### src/rtl/dmaseq_pkg.sv
package dmaseq_pkg;
  typedef enum logic {
    MODE_BYTE = 1'b0,
    MODE_WORD = 1'b1
  } xfer_mode_e;

  localparam int unsigned DEF_ADDR_W = 16;
  localparam int unsigned DEF_PAGE_W = 8;
  localparam int unsigned DEF_CNT_W  = 16;
endpackage

### src/rtl/dmaseq_count.sv
module dmaseq_count #(
  parameter int unsigned CNT_W = dmaseq_pkg::DEF_CNT_W,
  localparam int unsigned RES_W = CNT_W + 1
) (
  input  logic             clk,
  input  logic             rst,
  input  logic             word_mode,
  input  logic             ld_count,
  input  logic [CNT_W-1:0] count_in,
  input  logic             other_ld,
  input  logic             xfer,
  output logic             accept,
  output logic             tc,
  output logic [RES_W-1:0] residue
);
  import dmaseq_pkg::*;

  logic [CNT_W-1:0] count_q, count_d, plus1;
  logic             done_q;
  logic             last;
  xfer_mode_e       mode;

  assign mode   = xfer_mode_e'(word_mode);
  assign accept = xfer & ~done_q & ~ld_count & ~other_ld;
  assign last   = (count_q == '0);

  always_comb begin
    if (ld_count)    count_d = count_in;
    else if (accept) count_d = count_q - CNT_W'(1);
    else             count_d = count_q;
  end

  assign plus1 = count_d + CNT_W'(1);

  always_ff @(posedge clk) begin
    if (rst) begin
      count_q <= '0;
      done_q  <= 1'b1;
      tc      <= 1'b0;
      residue <= RES_W'(1);
    end else begin
      count_q <= count_d;
      if (ld_count)            done_q <= 1'b0;
      else if (accept && last) done_q <= 1'b1;
      tc      <= accept & last;
      residue <= (mode == MODE_WORD) ? {plus1, 1'b0} : {1'b0, plus1};
    end
  end

  // each accepted transfer steps the count down by one
  p_count_step_r2: assert property (@(posedge clk) disable iff (rst)
    accept |=> count_q == $past(count_q) - CNT_W'(1));

  // residue reads zero in the terminal-count cycle
  p_res_zero_r6: assert property (@(posedge clk) disable iff (rst)
    tc |-> residue == '0);

  // once done, nothing moves until a reload
  p_idle_done_r7: assert property (@(posedge clk) disable iff (rst)
    (done_q && !ld_count) |=> ($stable(count_q) && !tc));

  // terminal count is a single-cycle pulse
  p_tc_pulse_r10: assert property (@(posedge clk) disable iff (rst)
    tc |=> !tc);
endmodule

### src/rtl/dmaseq_addr.sv
module dmaseq_addr #(
  parameter int unsigned ADDR_W = dmaseq_pkg::DEF_ADDR_W,
  parameter int unsigned PAGE_W = dmaseq_pkg::DEF_PAGE_W,
  localparam int unsigned PHYS_W = ADDR_W + PAGE_W
) (
  input  logic              clk,
  input  logic              rst,
  input  logic              word_mode,
  input  logic              ld_addr,
  input  logic [ADDR_W-1:0] addr_in,
  input  logic              ld_page,
  input  logic [PAGE_W-1:0] page_in,
  input  logic              accept,
  output logic [PHYS_W-1:0] phys,
  output logic [1:0]        byte_en
);
  import dmaseq_pkg::*;

  logic [ADDR_W-1:0] addr_q;
  logic [PAGE_W-1:0] page_q;
  logic [PHYS_W-1:0] map_byte, map_word;
  logic [1:0]        lane_byte;
  xfer_mode_e        mode;

  assign mode      = xfer_mode_e'(word_mode);
  assign map_byte  = {page_q, addr_q};
  assign map_word  = {page_q[PAGE_W-1:1], addr_q, 1'b0};
  assign lane_byte = addr_q[0] ? 2'b10 : 2'b01;

  always_ff @(posedge clk) begin
    if (rst) begin
      addr_q  <= '0;
      page_q  <= '0;
      phys    <= '0;
      byte_en <= 2'b00;
    end else begin
      if (ld_addr)     addr_q <= addr_in;
      else if (accept) addr_q <= addr_q + ADDR_W'(1);
      if (ld_page)     page_q <= page_in;
      if (accept) begin
        phys    <= (mode == MODE_WORD) ? map_word : map_byte;
        byte_en <= (mode == MODE_WORD) ? 2'b11 : lane_byte;
      end
    end
  end

  // word transfers are even-aligned and use both lanes
  p_word_align_r4: assert property (@(posedge clk) disable iff (rst)
    (accept && word_mode) |=> (phys[0] == 1'b0 && byte_en == 2'b11));

  // the address never carries into the page bits
  p_page_hold_r5: assert property (@(posedge clk) disable iff (rst)
    accept |=> phys[PHYS_W-1:PHYS_W-PAGE_W+1] == $past(page_q[PAGE_W-1:1]));

  // a page-only reload leaves the address register alone
  p_page_only_r8: assert property (@(posedge clk) disable iff (rst)
    (ld_page && !ld_addr) |=> $stable(addr_q));

  // a byte transfer enables exactly one lane
  p_byte_lane_r3: assert property (@(posedge clk) disable iff (rst)
    (accept && !word_mode) |=> $onehot0(byte_en) && byte_en != 2'b00);
endmodule

### src/rtl/dmaseq_channel.sv
module dmaseq_channel #(
  parameter int unsigned ADDR_W = dmaseq_pkg::DEF_ADDR_W,
  parameter int unsigned PAGE_W = dmaseq_pkg::DEF_PAGE_W,
  parameter int unsigned CNT_W  = dmaseq_pkg::DEF_CNT_W,
  localparam int unsigned PHYS_W = ADDR_W + PAGE_W,
  localparam int unsigned RES_W  = CNT_W + 1
) (
  input  logic              clk,
  input  logic              rst,
  input  logic              word_mode,
  input  logic              ld_addr,
  input  logic [ADDR_W-1:0] addr_in,
  input  logic              ld_page,
  input  logic [PAGE_W-1:0] page_in,
  input  logic              ld_count,
  input  logic [CNT_W-1:0]  count_in,
  input  logic              xfer,
  output logic [PHYS_W-1:0] phys_addr,
  output logic [1:0]        byte_en,
  output logic              tc,
  output logic [RES_W-1:0]  residue
);
  logic accept;
  logic other_ld;

  assign other_ld = ld_addr | ld_page;

  dmaseq_count #(.CNT_W(CNT_W)) u_count (
    .clk      (clk),
    .rst      (rst),
    .word_mode(word_mode),
    .ld_count (ld_count),
    .count_in (count_in),
    .other_ld (other_ld),
    .xfer     (xfer),
    .accept   (accept),
    .tc       (tc),
    .residue  (residue)
  );

  dmaseq_addr #(.ADDR_W(ADDR_W), .PAGE_W(PAGE_W)) u_addr (
    .clk      (clk),
    .rst      (rst),
    .word_mode(word_mode),
    .ld_addr  (ld_addr),
    .addr_in  (addr_in),
    .ld_page  (ld_page),
    .page_in  (page_in),
    .accept   (accept),
    .phys     (phys_addr),
    .byte_en  (byte_en)
  );

  // a load in the same cycle blocks the transfer
  p_load_blocks_r9: assert property (@(posedge clk) disable iff (rst)
    (xfer && (ld_addr || ld_page || ld_count)) |=> (!tc && $stable(phys_addr)));
endmodule

### config.mk
export PLATFORM = sky130hd
export DESIGN_NAME = dmaseq_channel
export DESIGN_NICKNAME = d
export VERILOG_FILES = /design/src/rtl/dmaseq_pkg.sv /design/src/rtl/dmaseq_count.sv /design/src/rtl/dmaseq_addr.sv /design/src/rtl/dmaseq_channel.sv
export SDC_FILE = /design/constraint.sdc
export NUM_CORES = 1
export LEC_CHECK = 0
export BUFFER_PORTS_ARGS = -buffer_cell sky130_fd_sc_hd__buf_2
export CORE_MARGIN = 2
export CORE_UTILIZATION = 50
export DETAILED_ROUTE_END_ITERATION = 8
export GPL_TIMING_DRIVEN = 0
export MAX_ROUTING_LAYER = met4
export PLACE_DENSITY = 0.74
export SKIP_CTS_REPAIR_TIMING = 1
export SYNTH_ARGS = -nofsm -noshare
export SYNTH_HDL_FRONTEND = slang
export SYNTH_SLANG_ARGS = --single-unit
export TNS_END_PERCENT = 10
### constraint.sdc
create_clock -name clk -period 3.9 [get_ports clk]
set_input_delay 0.78 -clock clk [delete_from_list [all_inputs] [get_ports clk]]
set_output_delay 0.78 -clock clk [all_outputs]
set_load 0.02 [all_outputs]
==> Word level (Yosys, flattened, before mapping) <==
Index checks and enable logic that the tools add are counted.
W data, S select, Z words.
{ "word_totals": {"reg_bits": 85, "input_bits": 47, "out_inout_bits": 44} }
{ "classes": {"addsub": 3, "mux": 10, "bitwise_logic": 9, "reduce_logical": 5} }
{ "ops": {"columns": ["op", "n"], "rows": [
  ["$mux W16", 5],
  ["$add A16 B1 Y16 const B", 2],
  ["$mux W17", 1],
  ["$logic_not A16 Y1", 1],
  ["$sub A16 B1 Y16 const B", 1],
  ["$and A1 B1 Y1", 4],
  ["$mux W2", 2],
  ["$not A1 Y1", 4],
  ["$reduce_bool A2 Y1", 2],
  ["$mux W1", 2],
  ["$reduce_or A2 Y1", 1],
  ["$logic_and A1 B1 Y1", 1],
  ["$or A1 B1 Y1", 1]
]} }

==> Longest topological paths before layout <==
Gate-level depths: netlist of the first run.
{ "logic_depth": {"ltp_word": 8, "mapped_depth": 12, "mapped_depth_nobuf": 12} }

==> By module <==
From an unflattened synthesis of the first run, not the netlist that was laid out.
{ "unflattened": {"cells_unflattened": 510, "hier_area_um2": 4404.2} }
{ "modules_own_cells": {"columns": ["module", "instances", "cells_each", "area_per_inst_um2", "seq_area_each_um2"], "rows": [
  ["dmaseq_addr", 1, 245, 2280.9, 1001.0],
  ["dmaseq_count", 1, 264, 2117.0, 700.7],
  ["dmaseq_channel", 1, 1, 6.3, 0.0]
]} }

==> Worst setup path after synthesis of the first run <==
OpenSTA, ideal clock, no wires.
{ "synth_path": {"kind": "input to register", "start": "in ld_count", "end": "reg u_count.residue[15]", "setup_time_ns": 0.086, "arrival_ns": 3.020, "t_required_ns": 3.814, "path_slack_ns": 0.794, "cell_stages": 9, "path_cell_list": "buf_2 nor4_4 and3_1 mux2_2 a2111oi_1 and4bb_2 nand3b_1 xnor2_1 a211oi_1"} }
{ "synth_via": {"elab_chain_len": 7} }
{ "synth_rtl": {"columns": ["item", "line_no", "rtl"], "rows": [
  ["start: declaration", "dmaseq_channel.sv:15", "input logic ld_count,"],
  ["$not A1 Y1", "dmaseq_count.sv:24", "assign accept = xfer & ~done_q & ~ld_count & ~other_ld;"],
  ["$and A1 B1 Y1 (2 in a row)", "dmaseq_count.sv:24", null],
  ["$mux W16", "dmaseq_count.sv:29", "else if (accept) count_d = count_q - CNT_W'(1);"],
  ["$mux W16 (*)", "dmaseq_count.sv:28", "if (ld_count) count_d = count_in;"],
  ["$add A16 B1 Y16 (*)", "dmaseq_count.sv:33", "assign plus1 = count_d + CNT_W'(1);"],
  ["$mux W16 (*)", "dmaseq_count.sv:46", "residue <= (mode == MODE_WORD) ? {plus1, 1'b0} : {1'b0, plus1};"],
  ["end signal: assignment", "dmaseq_count.sv:46", null],
  ["end: declaration", "dmaseq_count.sv:14", "output logic [RES_W-1:0] residue"]
]} }
Every way passes the cells marked *; elsewhere a longest branch is shown, timed or not.
A chain may end at the register's enable or synchronous reset.

==> Final worst setup path of the first run <==
Same ends and word-level chain as after synthesis.

==> impl_metrics.yaml, run 1 <==
power_and_ir_drop:
  ir_drop_mv: 0.199
  total_leakage_power_nw: 2.06
  power.density_mw_per_mm2: 376
sta:
  skew_ns: 0.0110
  finalSetupViolCount: 0
  maxClockFrequency_mhz: 309
  rsz0062_at_grt: "no"
  finalSetupTns_ns: 0
  finalCriticalPeriod_ns: 3.24
  finalCritPeriodShare: 0.830
  hold_violations: 0
  drv_slew: 0
  worst_pin_slew_ns: 0.753
  slew_headroom: 0.497
route:
  viasPerCell: 5.80
  first_pass_iters: 5
  wl_um: 11700
  ant_nets: 0
  num_vias: 4130
  drc: 0
  wl_per_cell_um: 16.5
  drtIter0Drc: 243
worst_setup_path:
  r2r_setup_slack_ns: 0.68
  cp_num_cells: 9
  worstSetupStartpointType: "primary input"
  crit_slowest_cell: "a2111oi_1"
  reg2reg_depth: 10
  path_class: "primary input to register"
  worstPathRequired_ns: 4.17
  cp_top_family: "simple AND/OR/NAND/NOR gates"
  startpoint: "ld_count"
  path_max_fanout: 10
  r2r-end: "u_count.residue[15]"
  crit_path_cell_trace: "buf_2, nor4_4, and3_1, mux2_2, a2111oi_1, and4bb_2, nand3b_1, xnor2_1, a211oi_1"
  critPathCaptureType: "register"
  slowest_delay_ns: 0.50
  r2r_start: "u_count.count_q[0]"
  cp.arrival_ns: 3.51
  path_buf_inv: 1
  cp-endpoint: "u_count.residue[15]"
global_route:
  grt_util_met3: 0.0446
  grt_pass1_wl_um: 18500
  grt_use_met2: 0.415
  use_met1: 0.351
  grt_usage: 0.269
  grt_max_degree: 17
  overflow: 0
  grt.busiest_layer: "met2"
  antenna_found_initial: 0
  grt_pass1_vias: 3774
placed_design:
  portBuffers: 88
  hpwlAfterDp_um: 8810
  gp_congestion: 0.951
  placed_cell_area_mm2: 0.00481
yosys:
  synth-adder-area-share: 0.00885
  synthCells: 503
  avgSynthCellArea_um2: 8.43
  synth_edf_count: 0
  ys_types: 65
  yosysTopAreaCell: "dfxtp_1"
  synth_top_family_by_area: "simple AND/OR/NAND/NOR gates"
  synth_xor_area_frac: 0.0372
  synthSimpleGateAreaFrac: 0.249
  synth.top_cells.by_area: "dfxtp_1 (40%), nor2_1 (7.7%), mux2i_1 (7.3%)"
  synthMuxAreaShare: 0.0785
  synthesis.nets: 553
  ys.flop_type: "dfxtp_1"
  yosysSeqAreaShare: 0.401
  synth_compound_area_frac: 0.186
  ys_warn_count: 0
  syn_area_mm2: 0.00424
  synth_top_area_frac: 0.401
  synth-seq-cells: 85
  synthArstFlopShare: 0
die:
  initial_utilization: 0.516
  ios: 91
  die_area_mm2: 0.00924
  die_width_um: 96.1
  core_area_mm2: 0.00822
  fp.dieH_um: 96.1
  num_rows: 33
layout:
  antenna_cells: 0
  fin_nets: 652
  drive_gt1_frac: 0.213
  fin_area_mm2: 0.00502
  areaGrowthSynthToFinish_pct: 18.3
cts:
  cts_root_buf: "clkbuf_8"
  cts_htree_levels: 3
  clockBufferDepth: 2
  clk_latency_ns: 0.37
  numCtsBuffers: 9
  clk_pin_slew_ns: 0.08
  cts_tree: "yes"
  cts.sinks: 85
worst_hold_path:
  hold_class: "register to register"
flow_run:
  max-cap-violations: 0
run_status:
  status: "completed"
[cells in the mapped netlist, drive strengths merged (2+ instances only)]
cell    number
nand2b       5
and4         4
nand3b       2
a221oi       9
o21ai       19
clkbuf      24
nor4b        5
nor4         7
nor3        14
and3         5
nor3b        4
a22oi        2
a21o         2
buf          9
a31o         2
nand4        5
a21oi       28
a222oi       2
or2          2
nand2       41
and2         8
or3b         2
a31oi        5
a41oi        2
mux2i       31
nand3        9
a211oi      31
xor2        11
mux2         2
ha           3
inv          8
nor2        88
xnor2        7
dfxtp       85
nor2b        3
[cells by family (layout without fill, tap and decap cells)]
group                      Yosys count  in the layout
AOI/OAI and AO/OA                  114            114
and+or+nand+nor                    208            208
adders and majority gates            3              3
DFF                                 85             85
buffers and inverters               42            146
xor gates and xnor gates            18             18
muxes                               33             33
[metrics by stage]
stage | setup slack, ns | power [mW] | utilization | hold WS [ns] | instances
3_5_place_dp | 0.376 | 1.25 | 0.586 | 0.449 | 696
6_report | 0.662 | 1.89 | 0.611 | 0.459 | 712
5_1_grt | 0.498 | 1.96 | 0.611 | 0.480 | 712
3_3_place_gp | 0.404 | 1.25 | 0.586 | 0.441 | 696
4_1_cts | 0.751 | 1.89 | 0.611 | 0.462 | 712
2_1_floorplan | 0.794 | 1.15 | - | 0.431 | 503
[registers in the layout, indices dropped and copies added (netlist names)]
signal / count
u_addr.page_q: 8
u_addr.phys: 24
u_addr.addr_q: 16
u_count.done_q: 1
u_count.residue: 17
u_count.count_q: 16
u_count.tc: 1
u_addr.byte_en: 2
[worst register-to-register path: stages (launching register included)]
cell       delay, ns
dfxtp_1         0.36
inv_1           0.11
ha_1            0.26
nor4b_2         0.48
and4_1          0.29
a221oi_2        0.13
a2111oi_1       0.62
and4bb_2        0.38
nand3b_1        0.10
xnor2_1         0.17
a211oi_1        0.24
[final cells by class]
cell class | count | area (um2)
fillers | 761 | 3200
flip-flops and latches | 85 | 1700
clock inverters | 7 | 82.6
multi-input cells | 376 | 2370
well taps | 105 | 131
repair buffers | 88 | 440
clock buffers | 9 | 124
inverters | 9 | 33.8
plain buffers | 33 | 131
[layer usage]
layer / wire length (um) / vias to the layer above
li1: - / 2002
met2: 5360 / 188
met4: 218 / 0
met3: 891 / 20
met5: 0 / -
met1: 5250 / 1920
[report_power, final]
group	switching (mW)	internal [mW]	leakage (nW)	total [mW]
Sequential	0.0398	0.911	0.698	0.950
Clock	0.346	0.305	0.0980	0.650
Combinational	0.175	0.113	1.26	0.288
Total	0.561	1.33	2.06	1.89
[cells in the final DEF, fill, tap and decap left out, types with 4 or more instances in the layout]
| cell | instances |
|---|---|
| nor4_1 | 4 |
| xor2_1 | 11 |
| nand2b_1 | 5 |
| clkbuf_8 | 9 |
| dfxtp_1 | 85 |
| a31oi_1 | 5 |
| buf_2 | 94 |
| nand2_1 | 41 |
| nand3_1 | 9 |
| clkbuf_1 | 24 |
| xnor2_1 | 7 |
| inv_1 | 8 |
| and3_1 | 5 |
| o21ai_0 | 18 |
| nor2_1 | 87 |
| nor3_1 | 14 |
| nand4_1 | 5 |
| a21oi_1 | 28 |
| mux2i_1 | 31 |
| a221oi_1 | 7 |
| and2_1 | 7 |
| a211oi_1 | 30 |
| and4_1 | 4 |
| nor3b_1 | 4 |
[worst min-delay path by stage]
stage	cells after the start	start	end	slack, ns
floorplan	2	u_addr.page_q[1]	u_addr.phys[17]	0.43
global placement	2	u_addr.page_q[7]	u_addr.phys[23]	0.44
detailed placement	2	u_addr.phys[21]	u_addr.phys[21]	0.45
CTS	2	u_addr.phys[21]	u_addr.phys[21]	0.46
global route	2	u_addr.phys[22]	u_addr.phys[22]	0.48
finish	2	u_addr.phys[21]	u_addr.phys[21]	0.46
Power figures use the tool's default switching activity.
==> inputs of run 2 (changes only) <==
CORE_UTILIZATION = 49   (was 50)
PLACE_DENSITY = 0.76   (was 0.74)
clock period = 2.69 ns   (was 3.9 ns; I/O delays follow)
==> run 2 against run 1 <==
Compared with the run above: the flow now finishes with violations (setup timing); global-route usage decreased by 1.7 points; die area up 2.0%; critical path depth grew 1; via count is 3.4% higher; routed wire length rose by 3.3%; critical path type unchanged.
==> impl_metrics.yaml, run 2 (synthesis gave the netlist of run 1 again) <==
worst_hold_path:
  whs_path_depth: 3
  min_from: "page_in[1]"
  hold_path_end: "u_addr.page_q[1]"
  hold_class: "primary input to register"
sta:
  drv_slew: 0
  finalSetupViolCount: 6
  layout_setup_ws_ns: -0.107
  finalCritPeriodShare: 1.04
  worst_pin_slew_ns: 0.660
  slew_headroom: 0.548
  finalSetupTns_ns: -0.354
  maxClockFrequency_mhz: 358
  rsz0062_at_grt: "yes"
  finalCriticalPeriod_ns: 2.80
  worst_hold_slack_ns: 0.415
  skew_ns: 0.0150
  hold_violations: 0
power_and_ir_drop:
  ir_drop_mv: 0.370
  p_sw_frac: 0.280
  power.density_mw_per_mm2: 528
  total_leakage_power_nw: 2.24
  internal_power_mw: 2.07
  power_switching_mw: 0.806
  p_comb_frac: 0.168
  p_seq_frac: 0.480
  clkPwrFrac: 0.352
  finalPower_mw: 2.88
global_route:
  grt_pass1_wl_um: 19000
  antenna_found_initial: 0
  grt_usage: 0.252
  grt_pass1_vias: 3910
  overflow: 0
  grt_max_degree: 15
cts:
  clk_pin_slew_ns: 0.09
  cts_root_buf: "clkbuf_8"
  cts.sinks: 85
  cts_tree: "yes"
  numCtsBuffers: 9
  cts_htree_levels: 3
  clk_latency_ns: 0.36
  clockBufferDepth: 2
worst_setup_path:
  cp.arrival_ns: 3.07
  path_max_fanout: 5
  worstPathRequired_ns: 2.96
  path_class: "primary input to register"
  critPathCaptureType: "register"
  r2r-end: "u_count.residue[15]"
  worstSetupStartpointType: "primary input"
  r2r_setup_slack_ns: -0.10
  r2r_start: "u_count.count_q[1]"
  reg2reg_depth: 9
layout:
  areaGrowthSynthToFinish_pct: 28.5
  fin_cells: 733
  drive_gt1_frac: 0.290
  reg_top3: "u_addr.phys x24, u_count.residue x17"
  layout_commonest_cell: "buf_2"
  antenna_cells: 0
  fillerInstances: 690
  regArea_mm2: 0.00171
  fin_nets: 673
  largest_reg_flops: 24
  fin_area_mm2: 0.00545
  multi_input_area_mm2: 0.00260
  final_cell_mix: "buf_2 (92), nor2_1 (87), dfxtp_1 (80), nand2_1 (41), mux2i_1 (29)"
  registers.top_by_ff_count: "u_addr.phys"
die:
  num_rows: 33
  core_area_mm2: 0.00830
  die_width_um: 97.0
  initial_utilization: 0.511
  fp.dieH_um: 97.0
  die_area_mm2: 0.00942
  ios: 91
route:
  wl_per_cell_um: 16.5
  num_vias: 4271
  wl_met2_um: 5710
  dr.max_layer_used: "met4"
  drc: 0
  ant_nets: 0
  first_pass_iters: 4
  drtIter0Drc: 235
  wl_met3_um: 869
  wl_met1_um: 5370
  viasPerCell: 5.83
  wl_um: 12100
placed_design:
  hpwlAfterDp_um: 8660
  placed_cell_area_mm2: 0.00483
  gp_congestion: 0.917
  portBuffers: 88
  dp_cells: 696
run_status:
  violations: "setup timing"
  status: "complete, but fails checks"
flow_run:
  max-cap-violations: 0
[run 2: cell type report]
class,count,area share
clock inverters,6,0.0158
flip-flops and latches,85,0.313
clock buffers,10,0.0253
inverters,9,0.00620
multi-input cells,376,0.477
repair buffers,109,0.110
well taps,105,0.0241
plain buffers,33,0.0289
[run 2: worst max-delay path: stages]
cell	delay, ns
buf_2	0.15
nor4b_1	0.56
a211oi_1	0.14
or3b_1	0.36
buf_2	0.18
or2_4	0.26
and4bb_2	0.34
nand3b_1	0.13
xnor2_2	0.18
a211oi_2	0.23
[run 2: worst max path at each step]
stage	end	cells after the start	startpoint
CTS	u_count.residue[15]	10	u_count.count_q[0]
global route	u_count.residue[15]	10	ld_page
floorplan	u_count.residue[15]	9	ld_count
global placement	u_count.residue[13]	13	ld_addr
detailed placement	u_count.residue[13]	13	ld_addr
finish	u_count.residue[15]	10	ld_page
[run 2: per-stage QoR]
step,setup slack (ns),util
floorplan,-0.000104,-
global placement,-0.460,0.582
detailed placement,-0.546,0.582
CTS,-0.425,0.609
global route,-0.210,0.657
finish,-0.107,0.657
[run 2: power groups by stage]
stage	Sequential [mW]	Clock, mW	Combinational, mW
5_1_grt	1.39	1.07	0.528
3_5_place_dp	1.40	0	0.416
3_3_place_gp	1.40	0	0.407
2_1_floorplan	1.42	0	0.256
4_1_cts	1.37	1.02	0.418
6_report	1.38	1.01	0.484
[run 2: layer usage]
| layer | vias to the layer above | global-route usage |
|---|---|---|
| met5 | - | - |
| met4 | 0 | 0.0780 |
| met3 | 16 | 0.0549 |
| met2 | 169 | 0.394 |
| met1 | 2039 | 0.329 |
| li1 | 2047 | - |
==> inputs of run 3 (changes only) <==
CORE_UTILIZATION = 50   (was 49)
CTS_BUF_LIST = sky130_fd_sc_hd__clkbuf_4   (was not set)
PLACE_DENSITY = 0.77   (was 0.76)
==> run 3 against run 2 <==
Compared with the run above: sequential cell count unchanged; global-route usage increased by 1.3 points; via count increased by 0.23%; utilization decreased by 0.38 points; final cell count decreased by 0.68%; sequential power about the same; register-to-register slack improved by 0.08 ns; clock power decreased by 16%; final area decreased by 1.6%; the flow still finishes with violations (setup timing); largest power group unchanged; die area decreased by 1.9%; combinational power about the same.
==> impl_metrics.yaml, run 3 (synthesis gave the netlist of run 1 again) <==
sta:
  worst_pin_slew_ns: 0.662
  skew_ns: 0.0216
  finalCriticalPeriod_ns: 2.71
  rsz0062_at_grt: "yes"
  layout_setup_ws_ns: -0.0159
  finalSetupViolCount: 3
  hold_violations: 0
  drv_slew: 0
  finalCritPeriodShare: 1.01
  slew_headroom: 0.559
  maxClockFrequency_mhz: 370
layout:
  registers.top_by_ff_count: "u_addr.phys"
  drive_gt1_frac: 0.293
  layout_commonest_cell: "buf_2"
  areaGrowthSynthToFinish_pct: 26.5
  fin_area_mm2: 0.00537
  final_cell_mix: "buf_2 (92), nor2_1 (87), dfxtp_1 (80), nand2_1 (41), mux2i_1 (30)"
  fin_nets: 667
  largest_reg_flops: 24
  fillerInstances: 673
  fin_cells: 728
  reg_top3: "u_addr.phys x24, u_count.residue x17"
  post-route-util: 0.653
worst_setup_path:
  path_max_fanout: 5
  cp.arrival_ns: 3.07
  worstPathRequired_ns: 3.05
  worstSetupStartpointType: "register"
  slowest_delay_ns: 0.39
  path_class: "register to register"
  crit_top_cell: "buf_4"
  cp_top_family: "simple AND/OR/NAND/NOR gates"
  path_buf_inv: 3
  startpoint: "u_count.count_q[2]"
  critPathCaptureType: "register"
  crit_path_cell_trace: "nor4_4, buf_4, a211oi_1, or3b_1, buf_4, or2_4, and4bb_2, buf_4, xor2_2, nand2_1, o211a_1"
  r2r_start: "u_count.count_q[2]"
  crit_slowest_cell: "dfxtp_4"
placed_design:
  dp_cells: 696
  portBuffers: 88
  hpwlAfterDp_um: 8730
  gp_congestion: 0.893
  placed_cell_area_mm2: 0.00483
flow_run:
  max-cap-violations: 0
cts:
  clk_latency_ns: 0.45
  cts.sinks: 85
  cts_htree_levels: 3
  numCtsBuffers: 9
  clockBufferDepth: 2
  cts_root_buf: "clkbuf_4"
  cts_tree: "yes"
  clk_pin_slew_ns: 0.14
die:
  fp.dieH_um: 96.1
  die_area_mm2: 0.00924
  num_rows: 33
  die_width_um: 96.1
  core_area_mm2: 0.00822
  ios: 91
  initial_utilization: 0.516
route:
  drc: 0
  ant_nets: 0
  wl_um: 12500
  first_pass_iters: 5
  wl_per_cell_um: 17.2
  num_vias: 4281
  viasPerCell: 5.88
  drtIter0Drc: 325
global_route:
  grt_usage: 0.265
  grt_pass1_wl_um: 18200
  grt_pass1_vias: 3677
  overflow: 0
  grt_max_degree: 14
  antenna_found_initial: 1
run_status:
  status: "complete, but fails checks"
  violations: "setup timing"
power_and_ir_drop:
  power.density_mw_per_mm2: 506
  total_leakage_power_nw: 2.18
  finalPower_mw: 2.72
  ir_drop_mv: 0.301
worst_hold_path:
  hold_class: "primary input to register"
  min_from: "addr_in[6]"
## run 3: worst paths after layout
check	end	slack [ns]	depth (start not counted)
worst max-delay path	u_count.residue[11]	-0.02	11
worst min-delay path	u_addr.addr_q[6]	0.32	3
worst max register to register	u_count.residue[11]	-0.02	11
worst min register to register	u_addr.phys[19]	0.46	2
## run 3: worst register-to-register path, stage by stage, from the launching register on
cell and delay [ns]:
dfxtp_4 0.39, nor4_4 0.39, buf_4 0.19, a211oi_1 0.06, or3b_1 0.36, buf_4 0.17, or2_4 0.26, and4bb_2 0.34
buf_4 0.13, xor2_2 0.15, nand2_1 0.08, o211a_1 0.13
## run 3: final cells by class
class                      instances  area (um2)  share of cell area
clock inverter                     4        72.6              0.0135
sequential                        85        1710               0.319
multi-input combinational        377        2630               0.490
buffer                            33         146              0.0273
clock buffer                      12        90.1              0.0168
antenna                            1        2.50            0.000466
inverter                           9        37.5             0.00700
timing repair buffer             102         546               0.102
tap                              105         131              0.0245
## run 3: layer usage
metal / vias up / share of wire / GRT usage
met4: 0 / 0.018 / 0.0845
met2: 193 / 0.46 / 0.405
met5: - / 0 / -
met1: 2018 / 0.44 / 0.353
met3: 23 / 0.082 / 0.0540
li1: 2047 / - / -
## run 3: per-stage QoR
step	hold slack, ns	setup TNS (ns)	worst slack [ns]
floorplan	0.431	-0.000104	-0.000104
global placement	0.443	-11.17	-0.483
detailed placement	0.453	-12.33	-0.528
CTS	0.314	-2.49	-0.367
global route	0.318	-0.576	-0.115
finish	0.320	-0.0296	-0.0159
## run 3: where the power goes
| group | switching (mW) | internal (mW) |
|---|---|---|
| clock network | 0.439 | 0.408 |
| registers | 0.0607 | 1.32 |
| logic | 0.286 | 0.200 |
| total | 0.786 | 1.93 |
